--- src/rtl/swcmd_pkg.sv ---
package swcmd_pkg;

  // Kinds of command a write can carry
  typedef enum logic [1:0] {
    CMD_NONE  = 2'd0,
    CMD_RESET = 2'd1,
    CMD_KICK  = 2'd2
  } cmd_kind_e;

  // One decoded write
  typedef struct packed {
    logic      valid;
    cmd_kind_e kind;
    logic      user;
  } cmd_t;

endpackage

--- src/rtl/swcmd_decode.sv ---
module swcmd_decode #(
  parameter int          DATA_W     = 16,
  parameter int          CODE_W     = 12,
  parameter int          USER_BIT   = 12,
  parameter logic [11:0] RESET_CODE = 12'h555,
  parameter logic [11:0] KICK_CODE  = 12'h195
) (
  input  logic              wr_en,
  input  logic [DATA_W-1:0] wr_data,
  output swcmd_pkg::cmd_t   cmd_o
);
  import swcmd_pkg::*;

  localparam int CW = (CODE_W < 12) ? CODE_W : 12;

  logic [CW-1:0] payload;
  logic          hit_reset;
  logic          hit_kick;

  assign payload = wr_data[CW-1:0];

  // Compare the payload field against both codes
  generate
    if (CW == 12) begin : g_full
      assign hit_reset = (payload == RESET_CODE);
      assign hit_kick  = (payload == KICK_CODE);
    end else begin : g_narrow
      assign hit_reset = (payload == RESET_CODE[CW-1:0]);
      assign hit_kick  = (payload == KICK_CODE[CW-1:0]);
    end
  endgenerate

  always_comb begin
    cmd_o.valid = wr_en;
    cmd_o.user  = wr_data[USER_BIT];
    if (!wr_en)         cmd_o.kind = CMD_NONE;
    else if (hit_reset) cmd_o.kind = CMD_RESET;
    else if (hit_kick)  cmd_o.kind = CMD_KICK;
    else                cmd_o.kind = CMD_NONE;
  end

endmodule

--- src/rtl/swcmd_echo.sv ---
module swcmd_echo (
  input  logic            clk,
  input  logic            rst,
  input  swcmd_pkg::cmd_t cmd_i,
  output logic            echo_o
);
  import swcmd_pkg::*;

  // A reset command clears the bit; any other write loads it
  always_ff @(posedge clk) begin
    if (rst) begin
      echo_o <= 1'b0;
    end else if (cmd_i.valid) begin
      if (cmd_i.kind == CMD_RESET) echo_o <= 1'b0;
      else                         echo_o <= cmd_i.user;
    end
  end

endmodule

--- src/rtl/swcmd_rstgen.sv ---
module swcmd_rstgen (
  input  logic            clk,
  input  logic            rst,
  input  swcmd_pkg::cmd_t cmd_i,
  output logic            pulse_o
);
  import swcmd_pkg::*;

  always_ff @(posedge clk) begin
    if (rst) pulse_o <= 1'b0;
    else     pulse_o <= cmd_i.valid && (cmd_i.kind == CMD_RESET);
  end

endmodule

--- src/rtl/swcmd_wdog.sv ---
module swcmd_wdog #(
  parameter int CNT_W = 16
) (
  input  logic             clk,
  input  logic             rst,
  input  logic             enable_i,
  input  logic [CNT_W-1:0] limit_i,
  input  logic             clear_i,
  input  logic             kick_i,
  output logic             fault_o
);

  logic [CNT_W-1:0] cnt_q;
  logic             en_q;
  logic             reload;
  logic             expired;

  // A refresh or a rising enable restarts the window
  assign reload  = kick_i || !en_q;
  assign expired = (cnt_q == limit_i);

  always_ff @(posedge clk) begin
    if (rst) begin
      cnt_q   <= '0;
      en_q    <= 1'b0;
      fault_o <= 1'b0;
    end else begin
      en_q <= enable_i;
      if (clear_i) begin
        cnt_q   <= '0;
        fault_o <= 1'b0;
      end else if (enable_i) begin
        if (reload)       cnt_q   <= '0;
        else if (expired) fault_o <= 1'b1;
        else              cnt_q   <= cnt_q + 1'b1;
      end
    end
  end

endmodule

--- src/rtl/swcmd_ctrl.sv ---
module swcmd_ctrl #(
  parameter int          DATA_W     = 16,
  parameter int          CODE_W     = 12,
  parameter int          USER_BIT   = 12,
  parameter int          CNT_W      = 16,
  parameter logic [11:0] RESET_CODE = 12'h555,
  parameter logic [11:0] KICK_CODE  = 12'h195
) (
  input  logic              clk,
  input  logic              rst,
  input  logic              wr_en,
  input  logic [DATA_W-1:0] wr_data,
  input  logic              wd_enable,
  input  logic [CNT_W-1:0]  wd_limit,
  output logic              soft_rst_o,
  output logic              wd_fault_o,
  output logic              link_echo_o
);
  import swcmd_pkg::*;

  cmd_t cmd;
  logic is_reset;
  logic is_kick;

  swcmd_decode #(
    .DATA_W    (DATA_W),
    .CODE_W    (CODE_W),
    .USER_BIT  (USER_BIT),
    .RESET_CODE(RESET_CODE),
    .KICK_CODE (KICK_CODE)
  ) u_decode (
    .wr_en  (wr_en),
    .wr_data(wr_data),
    .cmd_o  (cmd)
  );

  assign is_reset = cmd.valid && (cmd.kind == CMD_RESET);
  assign is_kick  = cmd.valid && (cmd.kind == CMD_KICK);

  swcmd_echo u_echo (
    .clk   (clk),
    .rst   (rst),
    .cmd_i (cmd),
    .echo_o(link_echo_o)
  );

  swcmd_rstgen u_rstgen (
    .clk    (clk),
    .rst    (rst),
    .cmd_i  (cmd),
    .pulse_o(soft_rst_o)
  );

  swcmd_wdog #(.CNT_W(CNT_W)) u_wdog (
    .clk     (clk),
    .rst     (rst),
    .enable_i(wd_enable),
    .limit_i (wd_limit),
    .clear_i (is_reset),
    .kick_i  (is_kick),
    .fault_o (wd_fault_o)
  );

endmodule

--- config.mk ---
export PLATFORM = sky130hd
export DESIGN_NAME = swcmd_ctrl
export DESIGN_NICKNAME = d
export VERILOG_FILES = /design/src/rtl/swcmd_pkg.sv /design/src/rtl/swcmd_decode.sv /design/src/rtl/swcmd_echo.sv /design/src/rtl/swcmd_rstgen.sv /design/src/rtl/swcmd_wdog.sv /design/src/rtl/swcmd_ctrl.sv
export SDC_FILE = /design/constraint.sdc
export NUM_CORES = 1
export LEC_CHECK = 0
export BUFFER_PORTS_ARGS = -buffer_cell sky130_fd_sc_hd__buf_4
export CORE_MARGIN = 2
export CORE_UTILIZATION = 46
export DETAILED_ROUTE_END_ITERATION = 7
export PLACE_DENSITY = 0.75
export SYNTH_ARGS = -nofsm -noshare
export SYNTH_HDL_FRONTEND = slang
export SYNTH_SLANG_ARGS = --single-unit
--- constraint.sdc ---
create_clock -name clk -period 5.7 [get_ports clk]
set_input_delay 0.855 -clock clk [delete_from_list [all_inputs] [get_ports clk]]
set_output_delay 0.855 -clock clk [all_outputs]
set_load 0.01 [all_outputs]
After elaboration in Yosys (flattened, before gate mapping)
Index checks and enable logic that the tools add are counted.
{"block": "op_classes", "eq_ne": 6, "n_bitwise": 1, "reduce_logical": 7, "n_mux": 6, "order_cmp": 0, "div_mod_pow": 0, "n_addsub": 1, "multipliers": 0, "shifts": 0}
{"cell": "16-bit two-way mux", "n": 2}
{"cell": "16-bit by 1-bit adder with 16-bit output (second input constant)", "n": 1}
{"cell": "16-bit equality test", "n": 1}
{"cell": "12-bit by 11-bit equality test with 1-bit output (second input constant)", "n": 1}
{"cell": "12-bit by 9-bit equality test with 1-bit output (second input constant)", "n": 1}
{"cell": "2-bit two-way mux", "n": 3}
{"cell": "3-bit AND reduction", "n": 1}
{"cell": "2-bit by 1-bit equality test with 1-bit output (second input constant)", "n": 1}
{"cell": "2-bit equality test (second input constant)", "n": 1}
{"cell": "1-bit logical AND", "n": 2}
{"cell": "2-bit by 1-bit != test with 1-bit output (second input constant)", "n": 1}
{"cell": "2-bit AND reduction", "n": 1}
{"cell": "2-bit OR reduction", "n": 1}
{"cell": "1-bit zero test", "n": 1}
{"cell": "1-bit logical OR", "n": 1}
{"cell": "1-bit two-way mux", "n": 1}
{"cell": "1-bit inverter", "n": 1}
{"block": "word_totals", "out_inout_bits": 3, "word_cells": 26, "n_memories": 0, "inputBits": 36, "ramBits": 0, "romBits": 0, "regBits": 20, "latchBits": 0}

Longest topological paths before layout
{"block": "logic_depth", "ltp_word": 9, "depth_mapped": 7, "depth_no_buf": 6}

Hierarchy
From an unflattened synthesis, not the netlist that was laid out.
{"block": "unflattened", "cells_unflattened": 165, "hier_area_um2": 1338.8}
{"mod": "swcmd_wdog", "instances": 1, "cells_per_inst": 147, "area_each_um2": 1163.6, "seq_area_each_um2": 360.3}
{"mod": "swcmd_decode", "instances": 1, "cells_per_inst": 9, "area_each_um2": 78.8, "seq_area_each_um2": 0.0}
{"mod": "swcmd_echo", "instances": 1, "cells_per_inst": 5, "area_each_um2": 46.3, "seq_area_each_um2": 20.0}
{"mod": "swcmd_rstgen", "instances": 1, "cells_per_inst": 2, "area_each_um2": 32.5, "seq_area_each_um2": 20.0}
{"mod": "swcmd_ctrl", "instances": 1, "cells_per_inst": 2, "area_each_um2": 17.5, "seq_area_each_um2": 0.0}

Least setup slack after synthesis
Ideal clock, no wire load.
{"block": "synth_path", "path_kind": "input to register", "start": "input wr_data[9]", "end": "register u_wdog.cnt_q[11]", "t_arrival_ns": 2.601, "setup_ns": 0.070, "path_stages": 6, "t_required_ns": 5.630, "path_slack_ns": 3.030, "cell_sequence": "nand4bb_1 -> or4b_4 -> o31ai_4 -> o21ai_2 -> or4_1 -> a21oi_1"}
{"block": "synth_via", "elab_chain_len": 9, "elab_cells_between_ends": 14, "cone_classes": "5 x eq/ne; 4 x mux; 5 x reduce/logical"}
{"item": "from (decl)", "line_no": "swcmd_ctrl.sv:12", "source": "input logic [DATA_W-1:0] wr_data,"}
{"item": "12-bit by 9-bit equality test with 1-bit output", "line_no": "swcmd_decode.sv:26", "source": "assign hit_kick = (payload == KICK_CODE);"}
{"item": "2-bit two-way mux", "line_no": "swcmd_decode.sv:38", "source": "else if (hit_kick) cmd_o.kind = CMD_KICK;"}
{"item": "2-bit two-way mux *", "line_no": "swcmd_decode.sv:37", "source": "else if (hit_reset) cmd_o.kind = CMD_RESET;"}
{"item": "2-bit two-way mux *", "line_no": "swcmd_decode.sv:36", "source": "if (!wr_en) cmd_o.kind = CMD_NONE;"}
{"item": "2-bit equality test", "line_no": "swcmd_ctrl.sv:38", "source": "assign is_kick = cmd.valid && (cmd.kind == CMD_KICK);"}
{"item": "1-bit logical AND", "line_no": "swcmd_ctrl.sv:38"}
{"item": "1-bit logical OR", "line_no": "swcmd_wdog.sv:19", "source": "assign reload = kick_i || !en_q;"}
{"item": "2-bit by 1-bit != test with 1-bit output (no line)"}
{"item": "2-bit AND reduction (no line)"}
{"item": "to (signal assigned)", "line_no": "swcmd_wdog.sv:35", "source": "else cnt_q <= cnt_q + 1'b1;"}
{"item": "to (decl)", "line_no": "swcmd_wdog.sv:13", "source": "logic [CNT_W-1:0] cnt_q;"}
Every way passes the cells marked *; elsewhere a longest branch is shown, timed or not.
A chain may end at the register's enable or synchronous reset.

Worst setup path in the final report
Ends and elaborated chain as after synthesis.

==> flow_metrics.tcl <==
set metrics [dict create \
    status "finished clean" \
    period_minus_slack_ns 2.84 \
    antenna_found_initial 0 \
    syn_inst 129 \
    grt.total_usage_pct 20.6 \
    yosys-top-cells-count "dfxtp_1 (20), xor2_1 (19), a21oi_1 (12), nand2_1 (12), or4_1 (7)" \
    die_y_um 53.8 \
    rsz0062_at_grt "no" \
    n_antenna_cell 0 \
    routed_via_density 5.92 \
    syn_nets 166 \
    postSynth.asyncResetShare_pct 0 \
    syn_area_mm2 0.00114 \
    ant_nets 0 \
    die_w_um 53.8 \
    ys.flop_type "dfxtp_1" \
    grt_max_degree 19 \
    fillers 216 \
    io_buffers 35 \
    htreeDepth 1 \
    postCtsSetupRepairBufs 0 \
    drcViolationCount 0 \
    relSlewSlack_pct 37.9 \
    post_cts_resized 0 \
    min_path_cells 2 \
    arrival_ns 3.07 \
    io_pins 39 \
    crit_path_max_fanout 18 \
    hpwlAfterDp_um 2070 \
    layout-drive-gt1-share_pct 25.3 \
    synth_top_area_share_pct 35.1 \
    rows 18 \
    endpoint_kind "flip-flop" \
    grt_pass1_wl_um 4340 \
    yosys_warnings 0 \
    fin_crit_sh_pct 49.8 \
    clk_latency_ns 0.30 \
    clkSinkCount 20 \
    synth_edf_count 0 \
    start_util_pct 47.4 \
    seq_area_um2 400 \
    syn2layout_area_growth_pct 28.6 \
    drt_first_pass_iters 4 \
    synth_top_area_cell "dfxtp_1" \
    worstRegToRegCells 6 \
    clockRootBuffer "clkbuf_4" \
    dieArea_mm2 0.00289 \
    worstMarginPinSlew_ns 0.919 \
    p_per_area_mw_per_mm2 178 \
    max_clock_freq_mhz 352 \
    clk_pin_slew_worst_paths_ns 0.12 \
    routabilityCongestion 0.809 \
    yosys_register_bits 20 \
    nNetsFinal 204 \
    core-area_mm2 0.00241 \
    startpoint_type "primary input" \
    synth_most_common_cell "dfxtp_1" \
    first_iter_violations 27 \
    yosysSeqAreaShare_pct 35.1 \
    wl_um 2740 \
    power.leakage_nw 0.593 \
    clockBufferDepth 2 \
    max-vdd-ir-drop_uv 109 \
    stdcell_count 196 \
    fin_tns_setup_ns 0 \
    cts_tree "done" \
    vias 1160 \
    grt_pass1_vias 1109 \
    worst_ep_required_time_ns 5.93 \
    synth_area_leaders "dfxtp_1 (35%), xor2_1 (15%), a21oi_1 (5.3%)" \
    hold_path_class "reg -> reg" \
    clock_skew_ns 0.00686 \
    drv_cap 0 \
    ys_types 31 \
    wl_per_cell_um 14.0 \
    grt-ovfl-total 0 \
    fin_hold_ws_ns 0.499 \
    multi_input_area_um2 727 \
    slew_viol_final 0 \
    setup_violations 0 \
    cts_buffers 3 \
    syn_area_per_cell_um2 8.85 \
    criticalPathCategory "in -> reg" \
    dpl.cell_count 192 \
    ctsHoldBuffers 0 \
    finalHoldViolCount 0 \
]
-- worst paths after layout --
check / start / to / slack, ns
max: wr_data[9] / u_wdog.cnt_q[11] / 2.86
min: u_wdog.fault_o / u_wdog.fault_o / 0.50
min reg2reg: u_wdog.fault_o / u_wdog.fault_o / 0.50
max reg2reg: u_wdog.cnt_q[2] / u_wdog.cnt_q[5] / 3.29
-- cell type report --
class | count | share of cell area, %
multi-input cells | 106 | 49.5
flip-flops and latches | 20 | 27.3
repair buffers | 35 | 17.9
well taps | 30 | 2.56
clock buffers | 4 | 2.47
inverters | 1 | 0.256
-- per-stage QoR --
step	utilization (%)	power [W]	instance area [um2]	worst slack, ns
final	60.9	0.000262	1470	2.86
after global placement	59.4	0.000179	1430	2.62
after detailed placement	59.4	0.000180	1430	2.57
after floorplan	-	0.000158	1140	3.03
after CTS	60.9	0.000263	1470	2.88
after global routing	60.9	0.000273	1470	2.78
-- metal layers --
metal,GRT usage [%],part of all wire [%],vias to the layer above
met5,0,0,-
met4,8.55,1.5,0
met3,3.61,6.6,8
met2,39.2,52,52
met1,21.8,40,533
li1,-,-,567
-- critical path, stage by stage --
cell,delay (ns)
buf_4,0.10
nand4bb_1,0.19
or4b_4,0.51
o31ai_4,0.43
o21ai_2,0.31
or4_1,0.52
a21oi_1,0.16
-- cells in the final DEF (no fill, tap or decap), drive strengths merged --
cell type and instances:
a21oi 12, nand3b 1, nor2b 1, xor2 19, or2 1, o211ai 4, buf 35, dfxtp 20
o2111ai 2, or4b 2, a21o 1, inv 1, and4 3, or3 5, nand4bb 1, and3 2
o31ai 5, or4 7, ha 1, nand4 3, nand3 4, nor2 6, nand2 12, mux2i 2
nor4bb 1, nand2b 2, clkbuf 4, o21ai 4, nor4 5
-- report_power, final --
group	switching, W	internal (W)
logic	0.0000150	0.0000202
clock network	0.0000459	0.0000390
registers	0.00000106	0.000141
-- state kept, by name, indices dropped and copies added, names as in the netlist --
signal and count:
u_echo.echo_o 1, u_wdog.en_q 1, u_wdog.cnt_q 16, u_wdog.fault_o 1, u_rstgen.pulse_o 1
-- logic make-up after synthesis --
group / synth area share (%)
flops: 35.1
fa+ha+maj: 1.10
mux: 1.75
xor+xnor: 14.6
buf+inv: 1.21
compound gates: 16.7
simple gates: 29.6
Power figures use the tool's default switching activity.
